$ cat src/rtl/phash_pkg.sv
package phash_pkg;

    localparam int WORD_W    = 32;
    localparam int ROUNDS    = 64;
    localparam int BLK_WORDS = 16;
    localparam int DIG_WORDS = 8;
    localparam int MSG_BITS  = BLK_WORDS * WORD_W;
    localparam int DIG_BITS  = DIG_WORDS * WORD_W;
    localparam int RND_W     = $clog2(ROUNDS);
    localparam int PRIME_CAP = 400;

    typedef logic [WORD_W-1:0] word_t;
    typedef word_t word_tab_t [ROUNDS];

    typedef struct packed {
        word_t a;
        word_t b;
        word_t c;
        word_t d;
        word_t e;
        word_t f;
        word_t g;
        word_t h;
    } wvars_t;

    typedef enum logic [2:0] {
        ST_IDLE  = 3'd0,
        ST_PASS1 = 3'd1,
        ST_FOLD1 = 3'd2,
        ST_PASS2 = 3'd3,
        ST_FOLD2 = 3'd4
    } phase_e;

    localparam wvars_t IV = '{
        a: 32'h6a09e667, b: 32'hbb67ae85, c: 32'h3c6ef372, d: 32'ha54ff53a,
        e: 32'h510e527f, f: 32'h9b05688c, g: 32'h1f83d9ab, h: 32'h5be0cd19
    };

    function automatic word_t rotr(input word_t x, input int n);
        return (x >> n) | (x << (WORD_W - n));
    endfunction

    function automatic word_t big_sig0(input word_t x);
        return rotr(x, 2) ^ rotr(x, 13) ^ rotr(x, 22);
    endfunction

    function automatic word_t big_sig1(input word_t x);
        return rotr(x, 6) ^ rotr(x, 11) ^ rotr(x, 25);
    endfunction

    function automatic word_t sml_sig0(input word_t x);
        return rotr(x, 7) ^ rotr(x, 18) ^ (x >> 3);
    endfunction

    function automatic word_t sml_sig1(input word_t x);
        return rotr(x, 17) ^ rotr(x, 19) ^ (x >> 10);
    endfunction

    function automatic word_t choose(input word_t e, input word_t f, input word_t g);
        return ((f ^ g) & e) ^ g;
    endfunction

    function automatic word_t major(input word_t a, input word_t b, input word_t c);
        return ((a | c) & b) | (a & c);
    endfunction

    function automatic word_t bswap32(input word_t x);
        return {x[7:0], x[15:8], x[23:16], x[31:24]};
    endfunction

    function automatic wvars_t add_vars(input wvars_t x, input wvars_t y);
        wvars_t r;
        r.a = x.a + y.a;
        r.b = x.b + y.b;
        r.c = x.c + y.c;
        r.d = x.d + y.d;
        r.e = x.e + y.e;
        r.f = x.f + y.f;
        r.g = x.g + y.g;
        r.h = x.h + y.h;
        return r;
    endfunction

    // Digest word j leaves byte-swapped on bits 32j+31..32j.
    function automatic logic [DIG_BITS-1:0] emit_digest(input wvars_t v);
        logic [DIG_BITS-1:0] r;
        word_t lst [DIG_WORDS];
        lst = '{v.a, v.b, v.c, v.d, v.e, v.f, v.g, v.h};
        for (int j = 0; j < DIG_WORDS; j++) begin
            r[j*WORD_W +: WORD_W] = bswap32(lst[j]);
        end
        return r;
    endfunction

    function automatic bit is_prime(input int n);
        bit ok;
        ok = 1'b1;
        for (int d = 2; d * d <= n; d++) begin
            if (n % d == 0) ok = 1'b0;
        end
        return ok;
    endfunction

    // Fraction bits of the cube root of p, by bitwise search.
    function automatic word_t cbrt_frac(input int p);
        logic [127:0] target;
        logic [127:0] y;
        logic [127:0] cand;
        target = 128'(p) << 96;
        y = '0;
        for (int b = 35; b >= 0; b--) begin
            cand = y | (128'd1 << b);
            if (cand * cand * cand <= target) y = cand;
        end
        return y[WORD_W-1:0];
    endfunction

    function automatic word_tab_t build_k();
        word_tab_t t;
        int found;
        found = 0;
        for (int n = 2; n < PRIME_CAP; n++) begin
            if (found < ROUNDS && is_prime(n)) begin
                t[found] = cbrt_frac(n);
                found++;
            end
        end
        return t;
    endfunction

    // Constant plus schedule word for the fixed final block of a 512-bit message.
    function automatic word_tab_t build_pad(input word_tab_t k);
        word_tab_t t;
        word_t w [ROUNDS];
        for (int i = 0; i < ROUNDS; i++) begin
            if (i == 0)
                w[i] = 32'h8000_0000;
            else if (i == BLK_WORDS - 1)
                w[i] = word_t'(MSG_BITS);
            else if (i < BLK_WORDS)
                w[i] = '0;
            else
                w[i] = w[i-16] + w[i-7] + sml_sig0(w[i-15]) + sml_sig1(w[i-2]);
            t[i] = k[i] + w[i];
        end
        return t;
    endfunction

    localparam word_tab_t K_TAB   = build_k();
    localparam word_tab_t PAD_TAB = build_pad(K_TAB);

endpackage

$ cat src/rtl/phash_sched.sv
module phash_sched
    import phash_pkg::*;
#(
    parameter int N_WORDS = BLK_WORDS
) (
    input  logic                      clk,
    input  logic                      rst,
    input  logic                      load,
    input  logic                      shift,
    input  logic [N_WORDS*WORD_W-1:0] blk,
    output word_t                     w_now
);
    localparam int TAP_S0  = 1;
    localparam int TAP_ADD = N_WORDS - 7;
    localparam int TAP_S1  = N_WORDS - 2;

    word_t win [N_WORDS];
    word_t w_new;

    assign w_new = win[0] + win[TAP_ADD] + sml_sig0(win[TAP_S0]) + sml_sig1(win[TAP_S1]);
    assign w_now = win[0];

    for (genvar i = 0; i < N_WORDS; i++) begin : g_slot
        word_t fill;
        if (i == N_WORDS - 1) begin : g_tail
            assign fill = w_new;
        end else begin : g_body
            assign fill = win[i+1];
        end
        always_ff @(posedge clk) begin
            if (rst)
                win[i] <= '0;
            else if (load)
                win[i] <= bswap32(blk[i*WORD_W +: WORD_W]);
            else if (shift)
                win[i] <= fill;
        end
    end
endmodule

$ cat src/rtl/phash_round.sv
module phash_round
    import phash_pkg::*;
(
    input  wvars_t cur,
    input  word_t  kw,
    output wvars_t nxt
);
    word_t t_sum;

    assign t_sum = cur.h + big_sig1(cur.e) + choose(cur.e, cur.f, cur.g) + kw;

    always_comb begin
        nxt.a = t_sum + big_sig0(cur.a) + major(cur.a, cur.b, cur.c);
        nxt.b = cur.a;
        nxt.c = cur.b;
        nxt.d = cur.c;
        nxt.e = cur.d + t_sum;
        nxt.f = cur.e;
        nxt.g = cur.f;
        nxt.h = cur.g;
    end
endmodule

$ cat src/rtl/phash_kw.sv
module phash_kw
    import phash_pkg::*;
(
    input  logic             pad_pass,
    input  logic [RND_W-1:0] idx,
    input  word_t            w_msg,
    output word_t            kw
);
    assign kw = pad_pass ? PAD_TAB[idx] : (K_TAB[idx] + w_msg);
endmodule

$ cat src/rtl/pair_digest256.sv
module pair_digest256
    import phash_pkg::*;
(
    input  logic                clk,
    input  logic                rst,
    input  logic                in_valid,
    output logic                in_ready,
    input  logic [MSG_BITS-1:0] in_msg,
    output logic                out_valid,
    output logic [DIG_BITS-1:0] out_digest
);
    localparam logic [RND_W-1:0] LAST_RND = RND_W'(ROUNDS - 1);

    phase_e           phase;
    logic [RND_W-1:0] rnd;
    wvars_t           vars;
    wvars_t           mid;
    wvars_t           vars_nxt;
    word_t            w_msg;
    word_t            kw;
    logic             take;

    assign in_ready = (phase == ST_IDLE);
    assign take     = in_valid && in_ready;

    phash_sched #(.N_WORDS(BLK_WORDS)) u_sched (
        .clk   (clk),
        .rst   (rst),
        .load  (take),
        .shift (phase == ST_PASS1),
        .blk   (in_msg),
        .w_now (w_msg)
    );

    phash_kw u_kw (
        .pad_pass (phase == ST_PASS2),
        .idx      (rnd),
        .w_msg    (w_msg),
        .kw       (kw)
    );

    phash_round u_round (
        .cur (vars),
        .kw  (kw),
        .nxt (vars_nxt)
    );

    always_ff @(posedge clk) begin
        if (rst) begin
            phase      <= ST_IDLE;
            rnd        <= '0;
            vars       <= '0;
            mid        <= '0;
            out_valid  <= 1'b0;
            out_digest <= '0;
        end else begin
            out_valid <= 1'b0;
            case (phase)
                ST_IDLE: begin
                    if (in_valid) begin
                        vars  <= IV;
                        rnd   <= '0;
                        phase <= ST_PASS1;
                    end
                end
                ST_PASS1: begin
                    vars <= vars_nxt;
                    rnd  <= rnd + 1'b1;
                    if (rnd == LAST_RND) phase <= ST_FOLD1;
                end
                ST_FOLD1: begin
                    mid   <= add_vars(vars, IV);
                    vars  <= add_vars(vars, IV);
                    rnd   <= '0;
                    phase <= ST_PASS2;
                end
                ST_PASS2: begin
                    vars <= vars_nxt;
                    rnd  <= rnd + 1'b1;
                    if (rnd == LAST_RND) phase <= ST_FOLD2;
                end
                ST_FOLD2: begin
                    out_digest <= emit_digest(add_vars(vars, mid));
                    out_valid  <= 1'b1;
                    phase      <= ST_IDLE;
                end
                default: phase <= ST_IDLE;
            endcase
        end
    end
endmodule

$ cat config.mk
export PLATFORM = sky130hd
export DESIGN_NAME = pair_digest256
export DESIGN_NICKNAME = d
export VERILOG_FILES = /design/src/rtl/phash_pkg.sv /design/src/rtl/phash_sched.sv /design/src/rtl/phash_round.sv /design/src/rtl/phash_kw.sv /design/src/rtl/pair_digest256.sv
export SDC_FILE = /design/constraint.sdc
export NUM_CORES = 2
export LEC_CHECK = 0
export BUFFER_PORTS_ARGS = -buffer_cell sky130_fd_sc_hd__buf_2
export CORE_UTILIZATION = 55
export DETAILED_ROUTE_END_ITERATION = 10
export PLACE_DENSITY = 0.81
export SYNTH_ARGS = -nofsm -noshare
export SYNTH_HDL_FRONTEND = slang
export SYNTH_HIERARCHICAL = 1
export SYNTH_SLANG_ARGS = --single-unit
$ cat constraint.sdc
create_clock -name clk -period 13 [get_ports clk]
set_clock_uncertainty 0.1 [all_clocks]
set_input_delay 2.6 -clock clk [delete_from_list [all_inputs] [get_ports clk]]
set_output_delay 2.6 -clock clk [all_outputs]
set_load 0.03 [all_outputs]
== Word level (Yosys, flattened, before mapping) ==
Memory sizes are Yosys's and may differ from the RTL's.
Index checks and enable logic that the tools add are counted.

* ROM bits: 4096
* Input port bits: 515
* Register bits: 778
* Memory bits (writable): 512
* Memories: 3
* Output and inout port bits: 258
* Logic and storage cells: 178

* Reduce and logical (&&, ||, !) cells: 6
* Order comparisons: 1
* Equal/unequal tests: 8
* Bitwise gates (word level): 58
* Muxes and demuxes: 55
* $add $sub $neg: 27

{| class="wikitable"
|+ Memories
! name !! words !! width !! rd ports !! clocked after memory_dff !! wr ports !! line !! source
|-
| (no name shown) || 64 || 32 || 1 || 0 || 0 || phash_kw.sv:9 || <nowiki>assign kw = pad_pass ? PAD_TAB[idx] : (K_TAB[idx] + w_msg);</nowiki>
|-
| (no name shown) || 64 || 32 || 1 || 0 || 0 || phash_kw.sv:9 ||
|-
| u_sched.win || 16 || 32 || 16 || 0 || 16 || phash_sched.sv:17 || <nowiki>word_t win [N_WORDS];</nowiki>
|}

{| class="wikitable"
|+ Operators with widths
! cell !! number
|-
| two-way mux 32 bit || 37
|-
| case mux 256 bit (3 select lines) || 1
|-
| adder 32 bit || 18
|-
| two-way mux 256 bit || 1
|-
| XOR 32 bit || 8
|-
| adder 32 x 31 -> 32 bit (second input constant) || 3
|-
| adder 32 bit (second input constant) || 3
|-
| AND 32 bit || 3
|-
| bitwise OR 32 bit || 2
|-
| adder 32 x 29 -> 32 bit (second input constant) || 1
|-
| adder 32 x 30 -> 32 bit (second input constant) || 1
|-
| bitwise OR 1 bit || 32
|-
| bitwise OR 10 x 32 -> 32 bit || 1
|-
| bitwise OR 13 x 32 -> 32 bit || 1
|-
| bitwise OR 14 x 32 -> 32 bit || 1
|-
| bitwise OR 15 x 32 -> 32 bit || 1
|-
| bitwise OR 19 x 32 -> 32 bit || 1
|-
| bitwise OR 21 x 32 -> 32 bit || 1
|-
| bitwise OR 25 x 32 -> 32 bit || 1
|-
| bitwise OR 26 x 32 -> 32 bit || 1
|-
| bitwise OR 30 x 32 -> 32 bit || 1
|-
| bitwise OR 7 x 32 -> 32 bit || 1
|-
| XOR 32 x 22 -> 32 bit || 1
|-
| XOR 32 x 29 -> 32 bit || 1
|-
| other kinds (19) || 33
|}

== Logic depth before layout (Yosys ltp) ==
* Depth in word-level cells: 10
* Mapped depth: 46
* Mapped depth without buffers: 44

== Modules after synthesis ==
Netlist, hierarchy kept.

{| class="wikitable"
|+ Modules (own cells, without submodules)
! module !! sequential area each (um2) !! area an instance (um2) !! cells an instance !! instances
|-
| pair_digest256 || 15574.9 || 45997.9 || 5920 || 1
|-
| phash_sched || 15374.7 || 24775.0 || 1712 || 1
|-
| phash_round || 0.0 || 10093.4 || 1240 || 1
|-
| phash_kw || 0.0 || 7255.7 || 1201 || 1
|}

== Least setup slack after synthesis ==
No wires, ideal clock.

* Path type: input port to flip-flop
* Start point: input port in_valid
* End point: memory u_sched/win[0][0] (netlist name) (enable)
* Required time: 12025 ps
* Stages: 2
* Library setup time: 875 ps
* Slack: -924 ps
* Arrival: 12950 ps
* Path buffers: 0
* Cells stage by stage: and2_1 > or3_1

{| class="wikitable"
|+ RTL lines
! element !! line !! source
|-
| start: declaration || pair_digest256.sv:6 || <nowiki>input logic in_valid,</nowiki>
|-
| end: declaration || phash_sched.sv:17 ||
|}

==> impl_metrics.csv <==
group,metric,value,unit
yosys,syn_area_per_cell,8.75,um2
yosys,ys_seq_area_share,35.1,%
worst_setup_path,slowest_delay,0.60,ns
yosys,netlist_top_cells_count,"1090 x nand2_1, 977 x a21oi_1, 778 x dfxtp_1, 697 x o21ai_0, 661 x nor2_1",
worst_setup_path,cpMaxStageDelayCell,"dfxtp_2",
routing,top_layer,"met5",
grt,grt.overflow.total,0,
clock_network,cts_buffer_depth,3,
sta,timing.final.ws_setup,1.21,ns
yosys,synth.most_common_cell,"nand2_1",
worst_setup_path,cp.required,13.57,ns
clock_network,cts_tree,"yes",
sta,worst_pin_slew,1.24,ns
floorplanning,die_x,402,um
grt,grt_usage,44.2,%
clock_network,cts.clk_slew.worst_paths,0.06,ns
sta,hold_viol_final,0,
worst_setup_path,r2r_cells,43,
yosys,ys_ff_latch,1290,
grt,grt_pass1_vias,78674,
clock_network,ctsHtreeMaxLevel,4,
clock_network,cts.hold.buffers_added,0,
final_layout,drive_above_1_share,13.0,%
sta,drv_slew,0,
grt,grt_first_pass_wirelength,530,mm
place,dp_cells,12284,
place,dpl_cell_area,92300,um2
yosys,yosysWarnings,6,
worst_setup_path,crit_cells,43,
sta,period_share,90.7,%
yosys,syn_nets,11197,
clock_network,clk_latency,0.85,ns
floorplanning,ioPinCount,773,
worst_setup_path,critPathBufInv,4,
yosys,synth_ff_type,"dfxtp_1",
worst_setup_path,crit_path_end_kind,"flop",
worst_setup_path,cp-start-kind,"flop",
routing,wl_per_cell,29.4,um
routing,detail_route.drc_violations,0,
min_path,worstHoldEndpoint,"out_digest[94]$_SDFFE_PP0P_",
worst_setup_path,r2r_slack,1.21,ns
routing,firstDrtPassIters,9,
routing,wl_met2,162,mm
yosys,synthArstFlopShare,0,%
floorplanning,core,159000,um2
grt,antenna_found_initial,50,
final_layout,stdcell_count,12569,
sta,fmax,84.8,MHz
yosys,yosys.area.top_type,"dfxtp_1",
routing,wl_met1,134,mm
routing,num_vias,84027,
routing,wl_met3,37.8,mm
routing,via_per_inst,6.69,
yosys,synth_area,88100,um2
worst_setup_path,cp_top_family,"compound AO/OA/AOI/OAI gates",
clock_network,clkSinkCount,1290,
routing,postRouteAntennaNets,0,
routing,wl,370,mm
sta,setup-violations-final,0,
power,total_power,27.9,mW
sta,post-route-min-period,11.79,ns
floorplanning,num_rows,146,
power,p_per_area,287,nW/um2
place,gp_congestion,1.07,
worst_setup_path,critPathMaxFanout,20,
place,portBuffers,772,
final_layout,fin_nets,11481,
clock_network,cts_setup_buffers,0,
job,max-cap-violations,0,
min_path,min_path_type,"reg -> reg",
sta,final.setup.tns,0,ns
yosys,netlist_instances,10073,
final_layout,design_area,97000,um2
worst_setup_path,cp.arrival,12.35,ns
floorplanning,initial_core_util,55.5,%
final_layout,area_delta_synth_final,10.1,%
status,outcome,"complete, no violations",
clock_network,numCtsBuffers,143,
min_path,holdPathStages,2,
clock_network,cts-resized-gates,0,
power,ir_drop,0.484,mV
sta,rsz0062_at_grt,"no",
min_path,hold_start,"out_digest[94]$_SDFFE_PP0P_",
floorplanning,die_y,402,um
clock_network,cts_root_buffer,"clkbuf_16",
power,leakage,40.5,nW
place,pre_cts_ws,1.65,ns
place,hpwl,274,mm
yosys,synth.top_cell.area_share,17.7,%
yosys,ys_top_cells_by_area,"dfxtp_1 18%, edfxtp_1 17%, ha_1 6.3%",
sta,maxSlewHeadroom,16.6,%
worst_setup_path,critPathKind,"reg -> reg",
grt,grt_max_degree,211,
floorplanning,fp.dieArea,162000,um2
worst_setup_path,r2r-end,"vars[255]$_SDFFE_PP0P_",
yosys,ys_types,126,
routing,drt_iter0_drc,11075,
worst_setup_path,regToRegStartpoint,"rnd[0]$_SDFFE_PP0P_",
yosys,synth_edf_count,512,
==> report_power, final <==
| group | switching [mW] | internal (mW) | total, mW | leakage [nW] |
|---|---|---|---|---|
| Sequential | 0.689 | 4.64 | 5.32 | 12.0 |
| Clock | 1.77 | 2.37 | 4.13 | 2.31 |
| Combinational | 11.5 | 6.91 | 18.4 | 26.2 |
==> layer usage <==
layer / vias up / track usage, %
met3: 1355 / 10.4
met1: 40298 / 52.5
met5: - / 0
met4: 26 / 35.3
met2: 5257 / 68.5
li1: 37091 / -
==> cells by family after synthesis <==
family	after synthesis	share of synthesized area, %
AOI/OAI and AO/OA	3512	26.8
xor gates and xnor gates	769	7.65
adders and majority gates	631	10.3
buffers and inverters	1227	6.19
DFF	1290	35.1
muxes	71	0.882
and+or+nand+nor	2573	13.0
==> how the worst max path moves through the flow <==
stage / startpoint / to / slack (ns)
final: rnd[0]$_SDFFE_PP0P_ / vars[255]$_SDFFE_PP0P_ / 1.21
after CTS: rnd[0]$_SDFFE_PP0P_ / vars[255]$_SDFFE_PP0P_ / 1.61
after floorplan: rnd[0]$_SDFFE_PP0P_ / vars[255]$_SDFFE_PP0P_ / 3.41
after global placement: rnd[0]$_SDFFE_PP0P_ / vars[255]$_SDFFE_PP0P_ / 1.82
after detailed placement: rnd[0]$_SDFFE_PP0P_ / vars[255]$_SDFFE_PP0P_ / 1.65
after global routing: rnd[0]$_SDFFE_PP0P_ / vars[255]$_SDFFE_PP0P_ / 0.79
==> placed cells by master (no fill, tap or decap), types with 411 or more instances in the layout <==
master	Yosys	routed
edfxtp_1	512	512
nor2_1	661	658
buf_2	60	771
xnor2_1	516	516
ha_1	443	443
a22o_1	498	498
a21oi_1	977	977
inv_1	412	411
o21ai_0	697	697
nand2_1	1090	1088
dfxtp_1	778	771
==> sequential cells by signal (all words and copies together), names as in the netlist <==
register     flops
phase            3
out_valid        1
rnd              6
vars           256
mid            256
out_digest     256
u_sched/win    512
==> worst reg2reg max path, delay by kind of cell, from the launching register on <==
kind                     cells  cell delay (ns)
flip-flops                   1             0.60
adder cells (fa/ha/maj)      7             3.22
AO/OA/AOI/OAI               20             4.60
XOR/XNOR                     3             0.61
AND/OR/NAND/NOR              9             1.58
buffers and inverters        4             0.89
==> metrics by stage <==
step	util, %	hold slack (ns)
2_1_floorplan	-	0.326
3_3_place_gp	58.1	0.329
3_5_place_dp	58.1	0.338
4_1_cts	61.1	0.348
5_1_grt	61.1	0.362
6_report	61.1	0.345
==> layout make-up <==
| class | count | area, um2 |
|---|---|---|
| flip-flops and latches | 1290 | 31000 |
| inverters | 417 | 1570 |
| multi-input cells | 7556 | 51800 |
| repair buffers | 949 | 5340 |
| clock inverters | 68 | 723 |
| clock buffers | 187 | 3980 |
| well taps | 2072 | 2590 |
| fillers | 13702 | 61700 |
| diodes | 30 | 75.1 |
Power figures use the tool's default switching activity.
